### src/rtl/lpm_pkg.sv
package lpm_pkg;

   typedef enum logic [2:0] {
      ST_RUN   = 3'd0,
      ST_SLEEP = 3'd1,
      ST_PDN   = 3'd2,
      ST_DPD   = 3'd3,
      ST_RESET = 3'd4
   } lpm_state_e;

   // mode field value that asks for deep power-down
   localparam logic [1:0] MODE_DPD = 2'd3;

   // exit codes kept in the status field
   localparam logic [1:0] EXIT_NONE  = 2'd0;
   localparam logic [1:0] EXIT_SLEEP = 2'd1;
   localparam logic [1:0] EXIT_PDN   = 2'd2;
   localparam logic [1:0] EXIT_DPD   = 2'd3;

   // control register bit positions
   localparam int MODE_LSB   = 0;
   localparam int LOCK_BIT   = 3;
   localparam int BOD_BIT    = 4;
   localparam int WDT_BIT    = 5;
   localparam int STATUS_LSB = 8;

   typedef struct packed {
      logic [1:0] mode;
      logic       dpd_lock;
      logic       bod_wake_en;
      logic       wdt_osc_on;
   } pctl_t;

endpackage

### src/rtl/lpm_wake_sync.sv
module lpm_wake_sync #(
   parameter int STAGES = 2
) (
   input  logic clk,
   input  logic por_n,
   input  logic pin,
   output logic fall
);

   if (STAGES < 2) begin : g_bad_stages
      $error("lpm_wake_sync: STAGES must be at least 2");
   end

   // chain[STAGES-1] is the synchronised level, chain[STAGES] its previous value
   logic [STAGES:0] chain;

   for (genvar s = 0; s <= STAGES; s++) begin : g_stage
      if (s == 0) begin : g_first
         always_ff @(posedge clk or negedge por_n) begin
            if (!por_n) chain[s] <= 1'b1;
            else        chain[s] <= pin;
         end
      end else begin : g_next
         always_ff @(posedge clk or negedge por_n) begin
            if (!por_n) chain[s] <= 1'b1;
            else        chain[s] <= chain[s-1];
         end
      end
   end

   assign fall = chain[STAGES] & ~chain[STAGES-1];

endmodule

### src/rtl/lpm_fsm.sv
module lpm_fsm
   import lpm_pkg::*;
#(
   parameter int RST_CYCLES = 4
) (
   input  logic       clk,
   input  logic       por_n,
   input  logic       wfi,
   input  logic       deep_sleep,
   input  pctl_t      cfg,
   input  logic       irq_any,
   input  logic       usb_wake,
   input  logic       gpio_grp_irq,
   input  logic       wdt_irq,
   input  logic       wdt_rst,
   input  logic       bod_rst,
   input  logic       wake_fall,
   output lpm_state_e state_q,
   output logic       exit_vld,
   output logic [1:0] exit_code,
   output logic       clk_irc_q
);

   localparam int CW = (RST_CYCLES < 2) ? 1 : $clog2(RST_CYCLES);
   localparam logic [CW-1:0] CNT_LAST = CW'(RST_CYCLES - 1);

   lpm_state_e    state_d;
   logic [CW-1:0] cnt_q;
   logic          pdn_rst_wake;
   logic          pdn_irq_wake;

   assign pdn_rst_wake = (bod_rst & cfg.bod_wake_en) | (wdt_rst & cfg.wdt_osc_on);
   assign pdn_irq_wake = usb_wake | gpio_grp_irq | (wdt_irq & cfg.wdt_osc_on);

   always_comb begin
      state_d = state_q;
      unique case (state_q)
         ST_RUN: begin
            if (wfi) begin
               if (!deep_sleep)                                   state_d = ST_SLEEP;
               else if (cfg.mode == MODE_DPD && !cfg.dpd_lock)   state_d = ST_DPD;
               else                                               state_d = ST_PDN;
            end
         end
         ST_SLEEP: if (irq_any)        state_d = ST_RUN;
         ST_PDN: begin
            if (pdn_rst_wake)          state_d = ST_RESET;
            else if (pdn_irq_wake)     state_d = ST_RUN;
         end
         ST_DPD:   if (wake_fall)      state_d = ST_RESET;
         ST_RESET: if (cnt_q == CNT_LAST) state_d = ST_RUN;
         default:                      state_d = ST_RUN;
      endcase
   end

   always_comb begin
      exit_vld  = 1'b0;
      exit_code = EXIT_NONE;
      if (state_d != state_q) begin
         unique case (state_q)
            ST_SLEEP: begin exit_vld = 1'b1; exit_code = EXIT_SLEEP; end
            ST_PDN:   begin exit_vld = 1'b1; exit_code = EXIT_PDN;   end
            ST_DPD:   begin exit_vld = 1'b1; exit_code = EXIT_DPD;   end
            default:  begin exit_vld = 1'b0; exit_code = EXIT_NONE;  end
         endcase
      end
   end

   always_ff @(posedge clk or negedge por_n) begin
      if (!por_n) begin
         state_q   <= ST_RUN;
         cnt_q     <= '0;
         clk_irc_q <= 1'b0;
      end else begin
         state_q   <= state_d;
         cnt_q     <= (state_q == ST_RESET) ? cnt_q + 1'b1 : '0;
         clk_irc_q <= exit_vld && (state_q == ST_PDN || state_q == ST_DPD);
      end
   end

endmodule

### src/rtl/lpm_regs.sv
module lpm_regs
   import lpm_pkg::*;
#(
   parameter int DW     = 32,
   parameter int NUM_GP = 4,
   parameter int AW     = 3
) (
   input  logic               clk,
   input  logic               por_n,
   input  logic               we,
   input  logic [AW-1:0]      addr,
   input  logic [DW-1:0]      wdata,
   input  logic               wr_ok,
   input  logic               sys_rst,
   input  logic               exit_vld,
   input  logic [1:0]         exit_code,
   output logic [DW-1:0]      rdata,
   output pctl_t              cfg,
   output logic [NUM_GP*DW-1:0] gp_flat
);

   if (DW < STATUS_LSB + 2) begin : g_bad_dw
      $error("lpm_regs: DW too small for the status field");
   end

   logic       wr_pctl;
   logic [1:0] status_q;

   assign wr_pctl = we && wr_ok && (addr == '0);

   // control fields: cleared by power-on and by the reset sequence
   always_ff @(posedge clk or negedge por_n) begin
      if (!por_n) begin
         cfg <= '0;
      end else if (sys_rst) begin
         cfg <= '0;
      end else if (wr_pctl) begin
         cfg.mode        <= wdata[MODE_LSB +: 2];
         cfg.dpd_lock    <= wdata[LOCK_BIT];
         cfg.bod_wake_en <= wdata[BOD_BIT];
         cfg.wdt_osc_on  <= wdata[WDT_BIT];
      end
   end

   // exit code: only power-on clears it
   always_ff @(posedge clk or negedge por_n) begin
      if (!por_n)        status_q <= EXIT_NONE;
      else if (exit_vld) status_q <= exit_code;
   end

   // retention bank: only power-on clears it
   for (genvar g = 0; g < NUM_GP; g++) begin : g_ret
      logic [DW-1:0] val_q;
      always_ff @(posedge clk or negedge por_n) begin
         if (!por_n)
            val_q <= '0;
         else if (we && wr_ok && addr == AW'(g + 1))
            val_q <= wdata;
      end
      assign gp_flat[g*DW +: DW] = val_q;
   end

   always_comb begin
      rdata = '0;
      if (addr == '0) begin
         rdata[MODE_LSB +: 2]   = cfg.mode;
         rdata[LOCK_BIT]        = cfg.dpd_lock;
         rdata[BOD_BIT]         = cfg.bod_wake_en;
         rdata[WDT_BIT]         = cfg.wdt_osc_on;
         rdata[STATUS_LSB +: 2] = status_q;
      end else begin
         for (int i = 0; i < NUM_GP; i++) begin
            if (addr == AW'(i + 1)) rdata = gp_flat[i*DW +: DW];
         end
      end
   end

endmodule

### src/rtl/lpm_ctrl.sv
module lpm_ctrl
   import lpm_pkg::*;
#(
   parameter int DW          = 32,
   parameter int NUM_GP      = 4,
   parameter int RST_CYCLES  = 4,
   parameter int SYNC_STAGES = 2,
   localparam int AW         = $clog2(NUM_GP + 1)
) (
   input  logic          clk,
   input  logic          por_n,
   input  logic          reg_we,
   input  logic [AW-1:0] reg_addr,
   input  logic [DW-1:0] reg_wdata,
   output logic [DW-1:0] reg_rdata,
   input  logic          deep_sleep,
   input  logic          wfi,
   input  logic          wakeup_pin,
   input  logic          irq_any,
   input  logic          usb_wake,
   input  logic          gpio_grp_irq,
   input  logic          wdt_irq,
   input  logic          wdt_rst,
   input  logic          bod_rst,
   output logic          core_clk_en,
   output logic          periph_clk_en,
   output logic          core_pwr_en,
   output logic          periph_pwr_en,
   output logic          pin_tristate,
   output logic          sys_rst_req,
   output logic          clk_sel_irc
);

   if (NUM_GP < 1) begin : g_bad_gp
      $error("lpm_ctrl: NUM_GP must be at least 1");
   end
   if (RST_CYCLES < 1) begin : g_bad_rst
      $error("lpm_ctrl: RST_CYCLES must be at least 1");
   end

   lpm_state_e            state_q;
   pctl_t                 cfg;
   logic                  wake_fall;
   logic                  exit_vld;
   logic [1:0]            exit_code;
   logic [NUM_GP*DW-1:0]  gp_flat;
   logic [1:0]            cur_mode;
   logic                  cur_lock;

   assign cur_mode = cfg.mode;
   assign cur_lock = cfg.dpd_lock;

   lpm_wake_sync #(.STAGES(SYNC_STAGES)) u_sync (
      .clk   (clk),
      .por_n (por_n),
      .pin   (wakeup_pin),
      .fall  (wake_fall)
   );

   lpm_fsm #(.RST_CYCLES(RST_CYCLES)) u_fsm (
      .clk          (clk),
      .por_n        (por_n),
      .wfi          (wfi),
      .deep_sleep   (deep_sleep),
      .cfg          (cfg),
      .irq_any      (irq_any),
      .usb_wake     (usb_wake),
      .gpio_grp_irq (gpio_grp_irq),
      .wdt_irq      (wdt_irq),
      .wdt_rst      (wdt_rst),
      .bod_rst      (bod_rst),
      .wake_fall    (wake_fall),
      .state_q      (state_q),
      .exit_vld     (exit_vld),
      .exit_code    (exit_code),
      .clk_irc_q    (clk_sel_irc)
   );

   lpm_regs #(.DW(DW), .NUM_GP(NUM_GP), .AW(AW)) u_regs (
      .clk       (clk),
      .por_n     (por_n),
      .we        (reg_we),
      .addr      (reg_addr),
      .wdata     (reg_wdata),
      .wr_ok     (state_q == ST_RUN),
      .sys_rst   (state_q == ST_RESET),
      .exit_vld  (exit_vld),
      .exit_code (exit_code),
      .rdata     (reg_rdata),
      .cfg       (cfg),
      .gp_flat   (gp_flat)
   );

   always_comb begin
      core_clk_en   = 1'b1;
      periph_clk_en = 1'b1;
      core_pwr_en   = 1'b1;
      periph_pwr_en = 1'b1;
      pin_tristate  = 1'b0;
      sys_rst_req   = 1'b0;
      unique case (state_q)
         ST_SLEEP: core_clk_en = 1'b0;
         ST_PDN: begin
            core_clk_en   = 1'b0;
            periph_clk_en = 1'b0;
         end
         ST_DPD: begin
            core_clk_en   = 1'b0;
            periph_clk_en = 1'b0;
            core_pwr_en   = 1'b0;
            periph_pwr_en = 1'b0;
            pin_tristate  = 1'b1;
         end
         ST_RESET: sys_rst_req = 1'b1;
         default: ;
      endcase
   end

endmodule

### config.mk
export PLATFORM = sky130hd
export DESIGN_NAME = lpm_ctrl
export DESIGN_NICKNAME = d
export VERILOG_FILES = /design/src/rtl/lpm_pkg.sv /design/src/rtl/lpm_wake_sync.sv /design/src/rtl/lpm_fsm.sv /design/src/rtl/lpm_regs.sv /design/src/rtl/lpm_ctrl.sv
export SDC_FILE = /design/constraint.sdc
export NUM_CORES = 1
export LEC_CHECK = 0
export ABC_AREA = 1
export BUFFER_PORTS_ARGS = -buffer_cell sky130_fd_sc_hd__buf_2
export CORE_MARGIN = 2
export CORE_UTILIZATION = 31
export CTS_CLUSTER_DIAMETER = 40
export CTS_CLUSTER_SIZE = 25
export DETAILED_ROUTE_END_ITERATION = 6
export SETUP_SLACK_MARGIN = 0.4
export SYNTH_ARGS = -nofsm -noshare
export SYNTH_HDL_FRONTEND = slang
export SYNTH_SLANG_ARGS = --single-unit
### constraint.sdc
create_clock -name clk -period 3.05 [get_ports clk]
set_clock_uncertainty 0.2 [all_clocks]
set_input_delay 0.305 -clock clk [delete_from_list [all_inputs] [get_ports clk]]
set_output_delay 0.305 -clock clk [all_outputs]
set_load 0.05 [all_outputs]
==> flow_summary.toml, run 1 <==
[status]
status = "completed"

[floorplanning]
fp.dieH_um = 148
design.die.area_um2 = 21800
core_area_um2 = 20200
ioPinCount = 86
rows = 52
initial_core_util = 0.316
die-width_um = 148

[logic_synthesis]
synthFlopType = "dfrtp_1"
synth_most_common_cell = "dfrtp_1"
synth_area_um2 = 6400
synth.net_count = 748
synth_top_area_share = 0.551
ys_ff_latch = 144
synthArstFlopShare = 1.00
ys_types = 25
synth_area_leader_cell = "dfrtp_1"
synth_cells = 700
syn_avg_cell_area_um2 = 9.15
synthTopCellsByArea = "dfrtp_1, o21ai_0, nand2_1, inv_1, mux2_2"
synth_edf_count = 0
synth_common_cells = "dfrtp_1, nand2_1, inv_1"
ys_seq_area_frac = 0.563
ys.warnings.count = 0

[route]
drt_iter0_drc = 263
drt_pass1_iterations = 5
finalWirelength_mm = 15.0
dr_total_vias = 5040
routed_via_density = 4.59
antenna_left = 0
drc = 0
wire_per_inst_um = 13.7

[worst_setup_path]
timing.rr.start = "u_fsm.state_q[0]"
path_class = "in -> out"
start_kind = "input pin"
crit_arrival_ns = 1.77
worst-path-max-fanout = 33
crit_required_ns = 2.54
rrSetupSlack_ns = 0.85
crit-reg2reg-capture = "u_regs.g_ret[2].val_q[22]"
r2r_cells = 5
end_kind = "output port"

[clock_network]
cts_max_level = 4
cts_buffer_depth = 2
cts_resized = 0
post_cts_buffers = 0
cts_made_buffers = 17
insertion_delay_ns = 0.41
cts_hold_buf = 34
cts_root_buffer = "clkbuf_16"
clkTransAtPathRegs_ns = 0.06
cts_tree = "done"
numClockSinks = 144

[placed_design]
gp_congestion = 0.784
dp_cells = 1033
place_hpwl_mm = 9.43
port_buffers = 85
placed_area_um2 = 7190

[sta]
worstMarginPinSlew_ns = 0.620
fin_crit_sh = 0.747
setup_violations = 0
hold_viol = 0
slew_headroom = 0.587
tns_ns = 0
fin_crit_ns = 2.28
finalMaxSlewViolations = 0
whs_ns = 0.0208
rsz0062_at_grt = "false"
fmax_ghz = 0.439

[layout]
fin_util = 0.403
nets = 864
nFillCells = 2019
num_antenna_cells = 0
design_area_um2 = 8160
area_growth_pct = 27.5
final_layout_size_suffix_gt1_frac = 0.204
fin_cells = 1098

[power_and_ir_drop]
ir_worst_vdd_v = 0.000467
p_leak_nw = 3.81
power.density_nw_per_um2 = 940

[global_route]
grt_usage = 0.146
grt_pass1_vias = 5053
gr-total-overflow = 0
grt_max_degree = 67
grt_antenna_before_repair = 0
grt_pass1_wl_mm = 25.4

[hold_path]
min_to = "u_fsm.state_q[0]"
holdCritStartpoint = "wfi"
hold_class = "in -> reg"
hold_depth = 3

[job]
maxCapViolCount = 0
-- critical path, stage by stage --
cell	delay, ns
buf_2	0.10
inv_1	0.15
nand3_1	0.18
buf_12	0.23
o22ai_1	0.17
a211oi_1	0.06
a21oi_1	0.25
buf_2	0.32
-- registers in the layout, indices dropped and copies added (netlist names) --
register            count
u_regs.status_q         2
u_fsm.clk_irc_q         1
u_regs.cfg              5
u_regs.g_ret.val_q    128
u_sync.chain            3
u_fsm.cnt_q             2
u_fsm.state_q           3
-- cells by family (layout without fill, tap and decap cells) --
family	Yosys count	count (layout)	synth area share
muxes	29	29	0.0510
DFF	144	144	0.563
buffers and inverters	152	280	0.0950
adders and majority gates	1	1	0.00195
and+or+nand+nor	168	168	0.109
AOI/OAI and AO/OA	206	206	0.180
-- worst max-delay path by stage --
stage / startpoint / end / slack (ns)
after floorplan: reg_addr[2] / reg_rdata[10] / 0.65
after global placement: reg_addr[0] / reg_rdata[12] / 0.81
after detailed placement: reg_addr[0] / reg_rdata[12] / 0.78
after CTS: reg_addr[0] / reg_rdata[12] / 0.78
after global routing: reg_addr[0] / reg_rdata[12] / 0.68
final: reg_addr[1] / reg_rdata[2] / 0.77
-- area by class of cell --
type / instances / area (µm²) / share of cell area
inverter: 116 / 435 / 0.0533
tap: 270 / 338 / 0.0414
timing repair buffer: 133 / 940 / 0.115
clock buffer: 21 / 450 / 0.0552
clock inverter: 10 / 185 / 0.0227
sequential: 144 / 3610 / 0.442
multi-input combinational: 404 / 2210 / 0.270
-- per-layer routing --
layer | track usage | vias up | share of wire
met5 | 0 | - | 0
met4 | 0.0409 | 0 | 0.0077
met1 | 0.195 | 2412 | 0.48
li1 | - | 2520 | -
met3 | 0.0349 | 10 | 0.044
met2 | 0.240 | 98 | 0.47
-- cells in the final DEF (no fill, tap or decap), drive strengths merged --
master,instances
clkinvlp,1
nand3,11
nor2,24
buf,99
dfrtp,141
mux2,29
clkbuf,21
o21ai,104
o22ai,32
a211oi,25
bufinv,5
ha,1
dfstp,3
dlygate4sd3,34
nor3,2
inv,114
nand2,130
o211ai,7
clkinv,6
a21oi,38
nand4,1
-- power by group --
part | switching [mW] | total [mW] | internal [mW]
Combinational | 1.47 | 2.25 | 0.778
Sequential | 0.325 | 3.16 | 2.84
Clock | 0.788 | 2.26 | 1.47
-- through the flow --
| stage | setup WS [ns] | power, mW |
|---|---|---|
| after floorplan | 0.651 | 4.85 |
| after global placement | 0.805 | 5.35 |
| after detailed placement | 0.785 | 5.43 |
| after CTS | 0.777 | 7.76 |
| after global routing | 0.682 | 8.23 |
| final | 0.773 | 7.67 |
Power figures use the tool's default switching activity.
==> run 2: changes to the inputs <==
clock period = 1.9 ns   (was 3.05 ns; I/O delays follow)
==> flow_summary.toml, run 2 (synthesized netlist as in run 1, its figures left out) <==
[global_route]
grt_usage = 0.172
grt_max_degree = 45
grt_antenna_before_repair = 0
grt_pass1_wl_mm = 29.6
grt_pass1_vias = 5660
gr-total-overflow = 0

[layout]
regArea_um2 = 3610
multi_input_area_um2 = 3940
most-common-layout-cells = "dfrtp_1, inv_1, buf_6"
largest_reg_flops = 128
regMostFlops = "u_regs.g_ret.val_q"
final_layout_size_suffix_gt1_frac = 0.635
num_antenna_cells = 0
final_common_cell = "dfrtp_1"
area_growth_pct = 90.9
nets = 1011
fin_cells = 1246
design_area_um2 = 12200
nFillCells = 1503
top_regs = "u_regs.g_ret.val_q (128), u_regs.cfg (5)"

[placed_design]
place_hpwl_mm = 10.8
gp_congestion = 0.759
placed_area_um2 = 8220
dp_cells = 1070
port_buffers = 85
post-place-ws_ns = -0.0692

[sta]
fmax_ghz = 0.518
hold_viol = 0
fin_crit_sh = 1.02
setup_violations = 14
setup_ws_ns = -0.0320
rsz0062_at_grt = "true"
slew_headroom = 0.702
worstMarginPinSlew_ns = 0.448
fin_crit_ns = 1.93
finalMaxSlewViolations = 0

[floorplanning]
ioPinCount = 86
fp.dieH_um = 148
core_area_um2 = 20200
initial_core_util = 0.316
die-width_um = 148
design.die.area_um2 = 21800
rows = 52

[clock_network]
cts_made_buffers = 17
clkTransAtPathRegs_ns = 0.07
numClockSinks = 144
cts_root_buffer = "clkbuf_16"
cts_max_level = 4
insertion_delay_ns = 0.43
cts_buffer_depth = 2
cts_tree = "done"

[worst_setup_path]
start_kind = "flop"
crit_required_ns = 2.06
crit_arrival_ns = 2.09
end_kind = "flop"
path_class = "reg -> reg"
rrSetupSlack_ns = -0.03
worst-path-max-fanout = 8

[job]
maxCapViolCount = 0

[route]
routed_via_density = 4.94
finalWirelength_mm = 24.2
drc = 0
dr_total_vias = 6160
wire_per_inst_um = 19.5
antenna_left = 0
drt_pass1_iterations = 5
drt_iter0_drc = 296

[power_and_ir_drop]
p_leak_nw = 5.56
power_mw = 15.7
ir_worst_vdd_v = 0.000609
power.density_nw_per_um2 = 1280

[status]
violations = "negative setup slack"
status = "complete, but fails checks"

[hold_path]
hold_class = "in -> reg"
==> run 2: changes by cell type in the layout (fill, tap and decap cells not counted), sizes merged <==
cell         before  now
buf              99  216
clkinvlp          1    7
dlygate4sd3      34   39
clkbuf           21   42
bufinv            5    0
clkinv            6    4
inv             114  120
==> run 2: worst paths after layout <==
| check | start | to | cells past startpoint |
|---|---|---|---|
| min in group asynchronous | por_n | u_regs.g_ret[3].val_q[30] | 2 |
| max in group asynchronous | por_n | u_regs.g_ret[2].val_q[11] | 3 |
| worst min-delay path | reg_we | u_regs.cfg[4] | 4 |
| worst min register to register | u_sync.chain[0] | u_sync.chain[1] | 0 |
| worst max register to register | u_fsm.state_q[0] | u_regs.g_ret[3].val_q[15] | 9 |
| worst max-delay path | u_fsm.state_q[0] | u_regs.g_ret[3].val_q[15] | 9 |
==> run 2: area by class of cell <==
cell class,count,area share
sequential,144,0.295
timing repair buffer,280,0.271
tap,270,0.0276
inverter,116,0.0388
clock buffer,17,0.0348
multi-input combinational,404,0.322
clock inverter,15,0.00993
==> run 2: critical path, stage by stage (launching register included) <==
cell and delay (ns):
dfrtp_2 0.43, nor2_4 0.14, buf_6 0.11, nand3_4 0.08
buf_6 0.15, nor2_4 0.21, buf_12 0.20, clkbuf_16 0.19
nand2_2 0.05, o21ai_1 0.07
==> run 2: routing by layer <==
metal  global-route usage  up-vias  share of wire
met5                    0        -              0
met4               0.0534        0          0.021
met2                0.292      152           0.52
met3               0.0327       35          0.036
li1                     -     2836              -
met1                0.224     3137           0.42
==> run 2: timing repair <==
action                                  CTS  global route
hold buffers                             39             0
pin swaps                                40            50
hold endpoints to repair                278             0
gates cloned                              5            35
resized for setup                       148           439
setup buffers                            33            32
endpoints found under the setup margin  174           177
==> run 2: report_power, final <==
group / total (mW) / switching (mW) / internal [mW] / leakage (nW)
Combinational: 7.09 / 3.83 / 3.26 / 3.57
Clock: 3.20 / 1.50 / 1.70 / 0.260
Sequential: 5.39 / 0.826 / 4.56 / 1.73
Total: 15.7 / 6.16 / 9.53 / 5.56
==> run 2: stage by stage <==
stage / hold slack [ns] / TNS [ns] / utilization
6_report: 0.0435 / -0.219 / 0.604
5_1_grt: 0.0441 / -3.73 / 0.604
4_1_cts: 0.0279 / 0 / 0.493
3_5_place_dp: -0.0488 / -0.833 / 0.406
3_3_place_gp: -0.0448 / -0.494 / 0.406
2_1_floorplan: -0.306 / 0 / -
==> run 3: changes to the inputs <==
ABC_AREA = not set   (was 1)
==> flow_summary.toml, run 3 <==
[status]
status = "complete, but fails checks"
violations = "negative setup slack"

[global_route]
grt_pass1_wl_mm = 27.8
grt_antenna_before_repair = 1
gr-total-overflow = 0
grt_usage = 0.162
grt_pass1_vias = 5108
grt_max_degree = 45

[route]
drt_iter0_drc = 214
routed_via_density = 4.84
antenna_left = 0
drc = 0
dr_total_vias = 4666
drt_pass1_iterations = 4
wire_per_inst_um = 18.0
finalWirelength_mm = 17.4

[layout]
regMostFlops = "u_regs.g_ret.val_q"
area_growth_pct = 53.6
design_area_um2 = 10100
largest_reg_flops = 128
nets = 724
final_layout_size_suffix_gt1_frac = 0.633
most-common-layout-cells = "dfrtp_1, mux2_2, mux2_4, buf_6, buf_2"
final_common_cell = "dfrtp_1"
top_regs = "u_regs.g_ret.val_q (128), u_regs.cfg (5)"

[floorplanning]
ioPinCount = 86
design.die.area_um2 = 22400
fp.dieH_um = 150
rows = 53
core_area_um2 = 21000
die-width_um = 150
initial_core_util = 0.314

[worst_setup_path]
path_class = "reg -> reg"
worstPathCellList = "buf_4 -> buf_6 -> buf_6 -> nor4b_4 -> buf_4 -> nand4b_1 -> buf_4 -> clkbuf_16 -> mux2_2"
path_common_cell = "buf_4"
timing.rr.start = "u_fsm.state_q[2]"
start_kind = "flop"
rrSetupSlack_ns = -0.33
end_kind = "flop"
max_stage_delay_ns = 0.37
crit_arrival_ns = 2.34
worst-path-max-fanout = 7
r2r_cells = 9
cp_slowest_cell = "dfrtp_1"
crit_required_ns = 2.01
crit-reg2reg-capture = "u_regs.g_ret[2].val_q[18]"

[logic_synthesis]
synth_area_um2 = 6580
synth_edf_count = 0
synth_common_cells = "mux2_2, dfrtp_1, nand2_1"
ys_ff_latch = 144
synth_top_area_share = 0.536
synth_most_common_cell = "mux2_2"
synthTopCellsByArea = "dfrtp_1, mux2_2, a22oi_1, o21ai_0, mux4_2"
synthFlopType = "dfrtp_1"
synth_area_leader_cell = "dfrtp_1"
ys.warnings.count = 0
ys_seq_area_frac = 0.548
ys_types = 39
syn_avg_cell_area_um2 = 13.3
synth.net_count = 541
synthArstFlopShare = 1.00
synth_cells = 493

[power_and_ir_drop]
p_leak_nw = 4.41
ir_worst_vdd_v = 0.000756
power.density_nw_per_um2 = 1460

[sta]
setup_violations = 148
setup_ws_ns = -0.334
worstMarginPinSlew_ns = 0.741
fin_crit_sh = 1.18
whs_ns = 0.0589
slew_headroom = 0.506
finalMaxSlewViolations = 0
hold_viol = 0
fmax_ghz = 0.448
rsz0062_at_grt = "true"
fin_crit_ns = 2.23

[placed_design]
port_buffers = 85
gp_congestion = 0.788
place_hpwl_mm = 11.0
placed_area_um2 = 8070

[clock_network]
cts_max_level = 4
cts_root_buffer = "clkbuf_16"
insertion_delay_ns = 0.42
cts_tree = "done"
clkTransAtPathRegs_ns = 0.06
numClockSinks = 144
cts_buffer_depth = 2
cts_made_buffers = 17

[hold_path]
hold_class = "in -> async"

[job]
maxCapViolCount = 0
==> run 3: cell count changes after synthesis, moves of 15 or more <==
cell	delta
o22ai_1	-31
nand2_1	-92
a22oi_1	+26
a21oi_1	-35
mux2_2	+120
nor2_1	-15
inv_1	-97
a211oi_1	-25
o21ai_0	-71
==> run 3: layer usage <==
metal / track usage / up-vias / share of wire
met5: 0 / - / 0
met4: 0.0580 / 0 / 0.020
met3: 0.0335 / 26 / 0.030
met2: 0.271 / 82 / 0.50
met1: 0.208 / 2403 / 0.45
li1: - / 2155 / -
==> run 3: cell families after synthesis <==
logic type,after synthesis,share of synthesized area
flops,144,0.548
fa+ha+maj,1,0.00190
buf+inv,51,0.0361
mux,165,0.293
compound gates,70,0.0669
simple gates,62,0.0536
==> run 3: metrics by stage <==
stage          TNS [ns]   util  std cells  total power, mW  setup WS, ns
4_1_cts          -33.07  0.465        942             14.4        -0.330
3_5_place_dp     -36.02  0.385        852             9.97        -0.339
2_1_floorplan    -14.94      -        493             8.89        -0.253
3_3_place_gp     -36.48  0.385        852             9.73        -0.320
5_1_grt          -48.58  0.482        965             15.5        -0.391
6_report         -38.48  0.482        965             14.7        -0.334
==> run 3: how the worst max path moves through the flow <==
stage	start	end	slack [ns]
2_1_floorplan	u_fsm.state_q[1]	u_regs.g_ret[1].val_q[0]	-0.25
3_3_place_gp	u_fsm.state_q[2]	u_regs.g_ret[1].val_q[17]	-0.32
3_5_place_dp	u_fsm.state_q[2]	u_regs.g_ret[1].val_q[24]	-0.34
4_1_cts	u_fsm.state_q[2]	u_regs.g_ret[0].val_q[14]	-0.33
5_1_grt	u_fsm.state_q[2]	u_regs.g_ret[0].val_q[11]	-0.39
6_report	u_fsm.state_q[2]	u_regs.g_ret[2].val_q[18]	-0.33
==> run 3: cell type report <==
cell class | count | area, µm²
Multi-Input combinational cell | 298 | 3500
Inverter | 16 | 71.3
Antenna cell | 1 | 2.50
Fill cell | 1849 | 10800
Timing Repair Buffer | 199 | 1990
Sequential cell | 144 | 3610
Clock buffer | 18 | 439
Tap cell | 275 | 344
Clock inverter | 14 | 154
==> run 3: power by group <==
part / switching, mW / leakage [nW] / internal [mW]
combinational: 2.71 / 2.38 / 3.37
clock: 1.37 / 0.284 / 1.99
sequential: 0.768 / 1.75 / 4.54
total: 4.85 / 4.41 / 9.89
==> run 3: worst max-delay path, delay by kind of cell, from the launching register on <==
kind | cells | cell delay (ns)
buf+inv | 6 | 0.87
mux | 1 | 0.27
flops | 1 | 0.37
simple gates | 2 | 0.39
==> run 3: repair_timing <==
action / 4_1_cts / 5_1_grt
cloned: 2 / 5
buffers inserted: 16 / 17
resized for setup: 152 / 28
pin swaps: 40 / 25
setup endpoints to repair: 176 / 178
hold endpoints to repair: 278 / 0
hold buffers: 40 / 0
